$ cat src/rtl/pwr_gate_pkg.sv
package pwr_gate_pkg;

    typedef enum logic [1:0] {
        PS_D0 = 2'b00,
        PS_D1 = 2'b01,
        PS_D2 = 2'b10,
        PS_D3 = 2'b11
    } pstate_e;

    typedef enum logic [1:0] {
        SEL_PSTATE = 2'd0,
        SEL_CMD    = 2'd1,
        SEL_IRQACK = 2'd2
    } wsel_e;

    // Command bit positions decoded by the bus-interface logic
    localparam int BIT_IO_EN   = 0;
    localparam int BIT_MEM_EN  = 1;
    localparam int BIT_MASTER  = 2;
    localparam int BIT_PAR_RSP = 6;
    localparam int BIT_SERR_EN = 8;
    localparam int MIN_CMD_W   = BIT_SERR_EN + 1;

    // Decoded view of the current and next power state
    typedef struct packed {
        logic gated;      // D2 or D3hot: enables and interrupts hidden
        logic deep;       // D3hot now
        logic deep_next;  // D3hot after this edge
    } pview_t;

    function automatic logic [31:0] gate_mask32();
        logic [31:0] m;
        m = '0;
        m[BIT_IO_EN]   = 1'b1;
        m[BIT_MEM_EN]  = 1'b1;
        m[BIT_MASTER]  = 1'b1;
        m[BIT_PAR_RSP] = 1'b1;
        m[BIT_SERR_EN] = 1'b1;
        return m;
    endfunction

endpackage

$ cat src/rtl/pwr_state_fsm.sv
module pwr_state_fsm
    import pwr_gate_pkg::*;
(
    input  logic    clk,
    input  logic    rst,
    input  logic    ps_wr,
    input  pstate_e ps_val,
    output pstate_e st_q,
    output pview_t  view
);

    pstate_e st_d;
    logic    accept;

    always_comb begin
        accept = ps_wr && ((st_q != PS_D3) || (ps_val == PS_D0));
        st_d   = accept ? ps_val : st_q;
    end

    always_ff @(posedge clk) begin
        if (rst) st_q <= PS_D0;
        else     st_q <= st_d;
    end

    always_comb begin
        view.gated     = (st_q == PS_D2) || (st_q == PS_D3);
        view.deep      = (st_q == PS_D3);
        view.deep_next = (st_d == PS_D3);
    end


    d3_exit_only_d0_chk: assert property (@(posedge clk) disable iff (rst)
        (st_q == PS_D3 && ps_wr && ps_val != PS_D0) |=> (st_q == PS_D3));

endmodule

$ cat src/rtl/pwr_cmd_store.sv
module pwr_cmd_store
    import pwr_gate_pkg::*;
#(
    parameter int CMD_W = 16
) (
    input  logic             clk,
    input  logic             rst,
    input  pview_t           view,
    input  logic             cmd_wr,
    input  logic [CMD_W-1:0] cmd_val,
    output logic [CMD_W-1:0] cmd_eff
);

    localparam logic [CMD_W-1:0] GATE = CMD_W'(gate_mask32());

    logic [CMD_W-1:0] cmd_q;

    always_ff @(posedge clk) begin
        if (rst || view.deep_next) cmd_q <= '0;
        else if (cmd_wr && !view.deep) cmd_q <= cmd_val;
    end

    always_comb cmd_eff = view.gated ? (cmd_q & ~GATE) : cmd_q;


    d3_cmd_cleared_chk: assert property (@(posedge clk) disable iff (rst)
        view.deep |-> (cmd_q == '0));

    initial begin
        assert (CMD_W >= MIN_CMD_W);
    end

endmodule

$ cat src/rtl/pwr_irq_hold.sv
module pwr_irq_hold
    import pwr_gate_pkg::*;
#(
    parameter int N_IRQ = 2
) (
    input  logic             clk,
    input  logic             rst,
    input  pview_t           view,
    input  logic [N_IRQ-1:0] src,
    input  logic             ack_wr,
    input  logic [N_IRQ-1:0] ack_mask,
    output logic [N_IRQ-1:0] irq_out
);

    logic [N_IRQ-1:0] pend_q;
    logic             wipe;

    always_comb wipe = view.deep || view.deep_next;

    for (genvar i = 0; i < N_IRQ; i++) begin : g_src
        always_ff @(posedge clk) begin
            if (rst || wipe)                 pend_q[i] <= 1'b0;
            else if (src[i])                 pend_q[i] <= 1'b1;
            else if (ack_wr && ack_mask[i])  pend_q[i] <= 1'b0;
        end
    end

    always_comb irq_out = view.gated ? '0 : pend_q;


    pend_no_silent_drop_chk: assert property (@(posedge clk) disable iff (rst)
        (!ack_wr && !wipe) |=> ((pend_q & $past(pend_q)) == $past(pend_q)));

endmodule

$ cat src/rtl/pwr_gate_ctrl.sv
module pwr_gate_ctrl
    import pwr_gate_pkg::*;
#(
    parameter int CMD_W = 16,
    parameter int N_IRQ = 2
) (
    input  logic             clk,
    input  logic             rst,
    input  logic             wr_en,
    input  logic [1:0]       wr_sel,
    input  logic [CMD_W-1:0] wr_data,
    input  logic [N_IRQ-1:0] irq_src,
    output logic [1:0]       pstate,
    output logic [CMD_W-1:0] cmd_eff,
    output logic [N_IRQ-1:0] irq_out,
    output logic             soft_rst,
    output logic             bus_tristate,
    output logic             clkmul_en
);

    localparam logic [CMD_W-1:0] GATE = CMD_W'(gate_mask32());

    wsel_e   sel;
    pstate_e st;
    pview_t  view;

    always_comb sel = wsel_e'(wr_sel);

    pwr_state_fsm u_fsm (
        .clk    (clk),
        .rst    (rst),
        .ps_wr  (wr_en && sel == SEL_PSTATE),
        .ps_val (pstate_e'(wr_data[1:0])),
        .st_q   (st),
        .view   (view)
    );

    pwr_cmd_store #(.CMD_W(CMD_W)) u_cmd (
        .clk     (clk),
        .rst     (rst),
        .view    (view),
        .cmd_wr  (wr_en && sel == SEL_CMD),
        .cmd_val (wr_data),
        .cmd_eff (cmd_eff)
    );

    pwr_irq_hold #(.N_IRQ(N_IRQ)) u_irq (
        .clk      (clk),
        .rst      (rst),
        .view     (view),
        .src      (irq_src),
        .ack_wr   (wr_en && sel == SEL_IRQACK),
        .ack_mask (wr_data[N_IRQ-1:0]),
        .irq_out  (irq_out)
    );

    always_comb begin
        pstate       = st;
        soft_rst     = view.deep;
        bus_tristate = view.deep;
        clkmul_en    = !view.deep;
    end


    d2_enables_hidden_chk: assert property (@(posedge clk) disable iff (rst)
        (st == PS_D2) |-> ((cmd_eff & GATE) == '0));


    d3_irq_quiet_chk: assert property (@(posedge clk) disable iff (rst)
        soft_rst |-> (irq_out == '0));


    d2_irq_quiet_chk: assert property (@(posedge clk) disable iff (rst)
        (st == PS_D2) |-> (irq_out == '0));

endmodule

$ cat config.mk
export PLATFORM = sky130hd
export DESIGN_NAME = pwr_gate_ctrl
export DESIGN_NICKNAME = d
export VERILOG_FILES = /design/src/rtl/pwr_gate_pkg.sv /design/src/rtl/pwr_state_fsm.sv /design/src/rtl/pwr_cmd_store.sv /design/src/rtl/pwr_irq_hold.sv /design/src/rtl/pwr_gate_ctrl.sv
export SDC_FILE = /design/constraint.sdc
export NUM_CORES = 1
export LEC_CHECK = 0
export BUFFER_PORTS_ARGS = -buffer_cell sky130_fd_sc_hd__buf_4
export CAP_MARGIN = 20
export CORE_ASPECT_RATIO = 1.25
export CORE_UTILIZATION = 51
export CTS_BUF_LIST = sky130_fd_sc_hd__clkbuf_4
export DETAILED_ROUTE_END_ITERATION = 8
export PLACE_DENSITY = 0.9
export SETUP_SLACK_MARGIN = 0.15
export SYNTH_ARGS = -nofsm -noshare
export SYNTH_HDL_FRONTEND = slang
export SYNTH_HIERARCHICAL = 1
export SYNTH_SLANG_ARGS = --single-unit
$ cat constraint.sdc
create_clock -name clk -period 2.2 [get_ports clk]
set_input_delay 0 -clock clk [delete_from_list [all_inputs] [get_ports clk]]
set_output_delay 0 -clock clk [all_outputs]
set_load 0.05 [all_outputs]
Yosys cells after proc, flatten, opt, wreduce, memory -nomap -nowiden
Index checks and enable logic that the tools add are counted.
{"block": "word_totals", "output_inout_bits": 23, "ff_bits": 20, "wordCells": 34, "ramBits": 0, "rom_bits": 0, "mem_count": 0, "latch_bits": 0}
{"block": "op_classes", "n_div": 0, "n_mux": 7, "n_mul": 0, "shifts": 0, "addsub": 0, "eq_ne": 6, "bitwise": 0, "reduce_logical": 17, "magnitude_cmp": 0}
{"op": "9-bit 2-to-1 mux", "count": 1}
{"op": "2-bit equality test (second input constant)", "count": 4}
{"op": "1-bit logical AND", "count": 7}
{"op": "1-bit logical OR", "count": 5}
{"op": "2-bit zero test", "count": 2}
{"op": "1-bit 2-to-1 mux", "count": 4}
{"op": "2-bit 2-to-1 mux", "count": 2}
{"op": "2-bit nonzero test", "count": 2}
{"op": "2-bit by 1-bit equality test with 1-bit output (second input constant)", "count": 1}
{"op": "2-bit != test (second input constant)", "count": 1}
{"op": "1-bit zero test", "count": 1}

Logic depth before layout (Yosys ltp)
{"block": "logic_depth", "word_depth": 7, "mapped_depth": 7}

Cells and area by module
The synthesis kept the hierarchy.
{"module": "pwr_cmd_store", "instances": 1, "area_each_um2": 765.7, "cells_each": 89}
{"module": "pwr_state_fsm", "instances": 1, "area_each_um2": 115.1, "cells_each": 13}
{"module": "pwr_irq_hold", "instances": 1, "area_each_um2": 92.6, "cells_each": 9}
{"module": "pwr_gate_ctrl", "instances": 1, "area_each_um2": 41.3, "cells_each": 5}

Worst setup path before layout
OpenSTA, ideal clock, no wires.
{"block": "synth_timing", "kind": "reg2reg", "from": "register u_fsm.st_q[1]", "to": "register u_cmd.cmd_q[10]", "arrival_ns": 1.946, "t_required_ns": 2.085, "path_stages_with_launch": 7, "n_path_buf": 2, "slack_ns": 0.139, "path_cell_list": "dfxtp_1 > and2_1 > a22o_1 > or2_1 > buf_6 > buf_6 > a21oi_2"}
{"element": "start: declaration", "line_no": "pwr_state_fsm.sv:8", "source": "output pstate_e st_q,"}
{"element": "start signal: assignment", "line_no": "pwr_state_fsm.sv:22", "source": "else st_q <= st_d;"}
{"element": "2-bit equality test", "line_no": "pwr_state_fsm.sv:27", "source": "view.deep = (st_q == PS_D3);"}
{"element": "named net bus_tristate", "line_no": "pwr_gate_ctrl.sv:17", "source": "output logic bus_tristate,"}
{"element": "1-bit zero test", "line_no": "pwr_cmd_store.sv:20", "source": "else if (cmd_wr && !view.deep) cmd_q <= cmd_val;"}
{"element": "1-bit logical AND", "line_no": "pwr_cmd_store.sv:20"}
{"element": "end signal: assignment", "line_no": "pwr_cmd_store.sv:20"}
{"element": "end: declaration", "line_no": "pwr_cmd_store.sv:16", "source": "logic [CMD_W-1:0] cmd_q;"}
The timed path passes the listed nets, and every way through them passes these cells.
A chain may end at the register's enable or synchronous reset.

==> metrics <==
status completed; Worst VDD drop ~0.43 mV; worst hold path type primary input to register; mux contribution to synthesized area under 10%; Post-DRT Antenna Nets 0; DRT Pass-1 Iters 4; site row count 17; hold path start wr_sel[0]; largest family of logic cells by synthesized area simple AND/OR/NAND/NOR gates; combinational power share about 25%; Fin Setup TNS 0 ns; vias in the first global route 880; core area between 1500 and 2000 um2; initial antenna violation count 0; DRC errors left 0; r2r endpoint u_cmd/cmd_q[13]; Initial Utilization approximately 56%; Syn Std Cell Area just over 1000 um2; crit path max-delay cell type or2_1; drt via density 5.05; Gate Count Post-Synth about 120; Warnings, synthesis 6; Die X 41.9 um; required time of the critical path 2.36 ns; WP data arrival about 1.9 ns; FF+latch count, synth 20; Crit path max-delay family simple AND/OR/NAND/NOR gates; Wirelength per Cell 12.6 um; number of cells on the worst hold path 4; Setup Crit Path Kind register to register; Final period util just under 80%; placed cell area approximately 1200 um2; die area between 2000 and 2500 um2; I/O pin count 46; CTS max path bufs 2; worst hold endpoint u_fsm/st_q[0]; IO buf count 45; Post-CTS Setup Inserts 0; Int Power between 0.0005 and 0.0006 W; fin area 1450 um2; count of different cell masters after synthesis 24; H-tree levels 1; clock slew at reported path FFs 0.11 ns; placed wire-length estimate between 1 and 1.5 mm; Sink Count 20; Max-Slew Margin vs Limit roughly half; max incr delay on CP around 0.60 ns; Synth Area in Compound Gates between 10% and 20%; Sw Share between 20% and 30%; Tmin final approximately 1.7 ns; pwr/cell area 512 nW/um2; P_sw around 0.00022 W; clk_lat worst skew about 0.30 ns; sequential cell area around 400 um2; Clock Skews ~0.0042 ns; Iter 0 DRT Violations 11; largest fanout on the critical path 16; Area growth, synth to finish 42.4%; Fillers between 100 and 150; max-slew violation count 0; Max-Cap Viols 0; Root Buffer clkbuf_4; multi-input logic area roughly 450 um2; register area share after synthesis approximately two fifths; Worst R2R Setup Slack roughly 0.49 ns; leak pwr 0.623 nW; Reg power frac around half; first-pass GRT wire length around 3.6 mm; Synth Area in Adders 0%; syn_area_per_cell approximately 8.7 um2; DR vias ~930; r2r worst-path depth 4; GP Congestion 0.657; Final Hold Fails 0; DRT Wirelength about 2.3 mm; Setup crit start kind register; GR Util All Layers between 20% and 30%; CTS buffer count 3; syn_nets about 140; largest net degree at the start of global routing 17; Die Y 51.9 um; CP Cell Sequence and2_2, a22o_1, or2_1, a21oi_1; Crit. End Element register; share of layout cells above drive strength 1 between 30% and 40%; unrepaired setup endpoints after global routing no; worst-margin pin slew between 0.7 and 0.8 ns; Setup Viol. Count Final 0; CP Buf/Inv Count 0; achievable clock frequency a little under 600 MHz; CTS tree built; Clock Power Share 23.0%; XOR/XNOR Fraction of Synth Area 0%; worst r2r src u_fsm/st_q[0]; Nets 191; global route overflow 0; n_diodes 0; Simple-Gate Fraction of Synth Area 24.9%
[synthesized netlist by cell type]
cell,n,area (um2)
buf_4,14,105
o21a_1,2,15.0
nor2b_1,7,43.8
a21oi_1,8,40.0
dfxtp_1,20,400
or2_1,1,6.26
nand2_1,30,113
nor3_2,1,10.0
and2_1,1,6.26
inv_1,1,3.75
clkbuf_1,1,3.75
or2b_1,1,7.51
mux2i_1,2,20.0
and2b_1,1,7.51
nand3_1,2,10.0
a22o_1,2,17.5
nand2_2,2,12.5
buf_12,1,20.0
a21oi_2,10,87.6
and3b_1,2,17.5
a21boi_0,2,15.0
buf_6,3,33.8
nand2b_1,1,6.26
nor3b_2,1,12.5
[power groups by stage]
stage	clock, W	sequential [W]	combinational, W
detailed placement	0	0.000391	0.000156
floorplan	0	0.000394	0.000109
finish	0.000171	0.000383	0.000187
global placement	0	0.000390	0.000155
global route	0.000189	0.000385	0.000198
CTS	0.000174	0.000383	0.000185
[through the flow]
step	total power, W	worst slack [ns]	cells	hold slack [ns]	utilization (%)
after floorplan	0.000503	0.334	116	0.0691	-
after global placement	0.000545	0.571	162	0.189	67.6
after detailed placement	0.000547	0.486	162	0.200	67.6
after CTS	0.000742	0.523	185	0.0988	79.9
after global routing	0.000772	0.398	185	0.157	79.9
final	0.000740	0.490	185	0.0943	79.9
[kinds of logic (layout without fill, tap and decap cells)]
logic type	Yosys count	count (layout)
AO/OA/AOI/OAI	24	24
buffers and inverters	20	70
flip-flops	20	20
multiplexers	2	2
AND/OR/NAND/NOR	50	50
[layout make-up]
cell class                 instances  area share (%)
clock buffer                       3            1.56
tap                               19            1.65
timing repair buffer              66            37.7
multi-input combinational         76            31.1
sequential                        20            27.7
inverter                           1           0.260
[per-layer routing]
layer,GRT usage (%),routed length [um],vias to the layer above
met2,43.8,1240,33
met5,0,0,-
li1,-,-,463
met1,22.6,937,433
met4,7.53,26,0
met3,4.51,123,5
[state kept, by name, summed over array words and instances, names as in the netlist]
signal / cells
u_cmd/cmd_q: 16
u_fsm/st_q: 2
u_irq/pend_q: 2
[worst max path at each step]
| stage | startpoint | to | slack, ns | cells past startpoint |
|---|---|---|---|---|
| after floorplan | u_fsm/st_q[1] | u_cmd/cmd_q[10] | 0.33 | 6 |
| after global placement | wr_sel[0] | u_cmd/cmd_q[13] | 0.57 | 6 |
| after detailed placement | wr_sel[0] | u_cmd/cmd_q[13] | 0.49 | 6 |
| after CTS | u_fsm/st_q[0] | u_cmd/cmd_q[13] | 0.52 | 4 |
| after global routing | u_fsm/st_q[0] | u_cmd/cmd_q[15] | 0.40 | 4 |
| final | u_fsm/st_q[0] | u_cmd/cmd_q[13] | 0.49 | 4 |
[worst reg2reg max path, delay by kind of cell (launching register included)]
family	cells	cell delay, ns
flip-flops	1	0.43
AO/OA/AOI/OAI	2	0.29
AND/OR/NAND/NOR	2	0.85
[repair_timing]
action,CTS,global route
hold endpoints to repair,20,0
hold buffers,20,0
resized for setup,0,0
[cells in the final DEF, fill, tap and decap left out]
| cell | count |
|---|---|
| dfxtp_1 | 20 |
| or2_1 | 1 |
| and2b_1 | 1 |
| clkbuf_4 | 3 |
| or2b_1 | 1 |
| and3b_1 | 2 |
| nor2b_1 | 7 |
| a21oi_2 | 10 |
| buf_4 | 46 |
| a21boi_0 | 2 |
| and2_2 | 1 |
| nor3b_2 | 1 |
| o21a_1 | 2 |
| a21oi_1 | 8 |
| dlygate4sd3_1 | 20 |
| a22o_1 | 2 |
| mux2i_1 | 2 |
| nor3_2 | 1 |
| nand2b_1 | 1 |
| nand2_1 | 30 |
| nand2_2 | 2 |
| nand3_1 | 2 |
| inv_1 | 1 |
No activity file was read; power rests on OpenSTA's default activity.
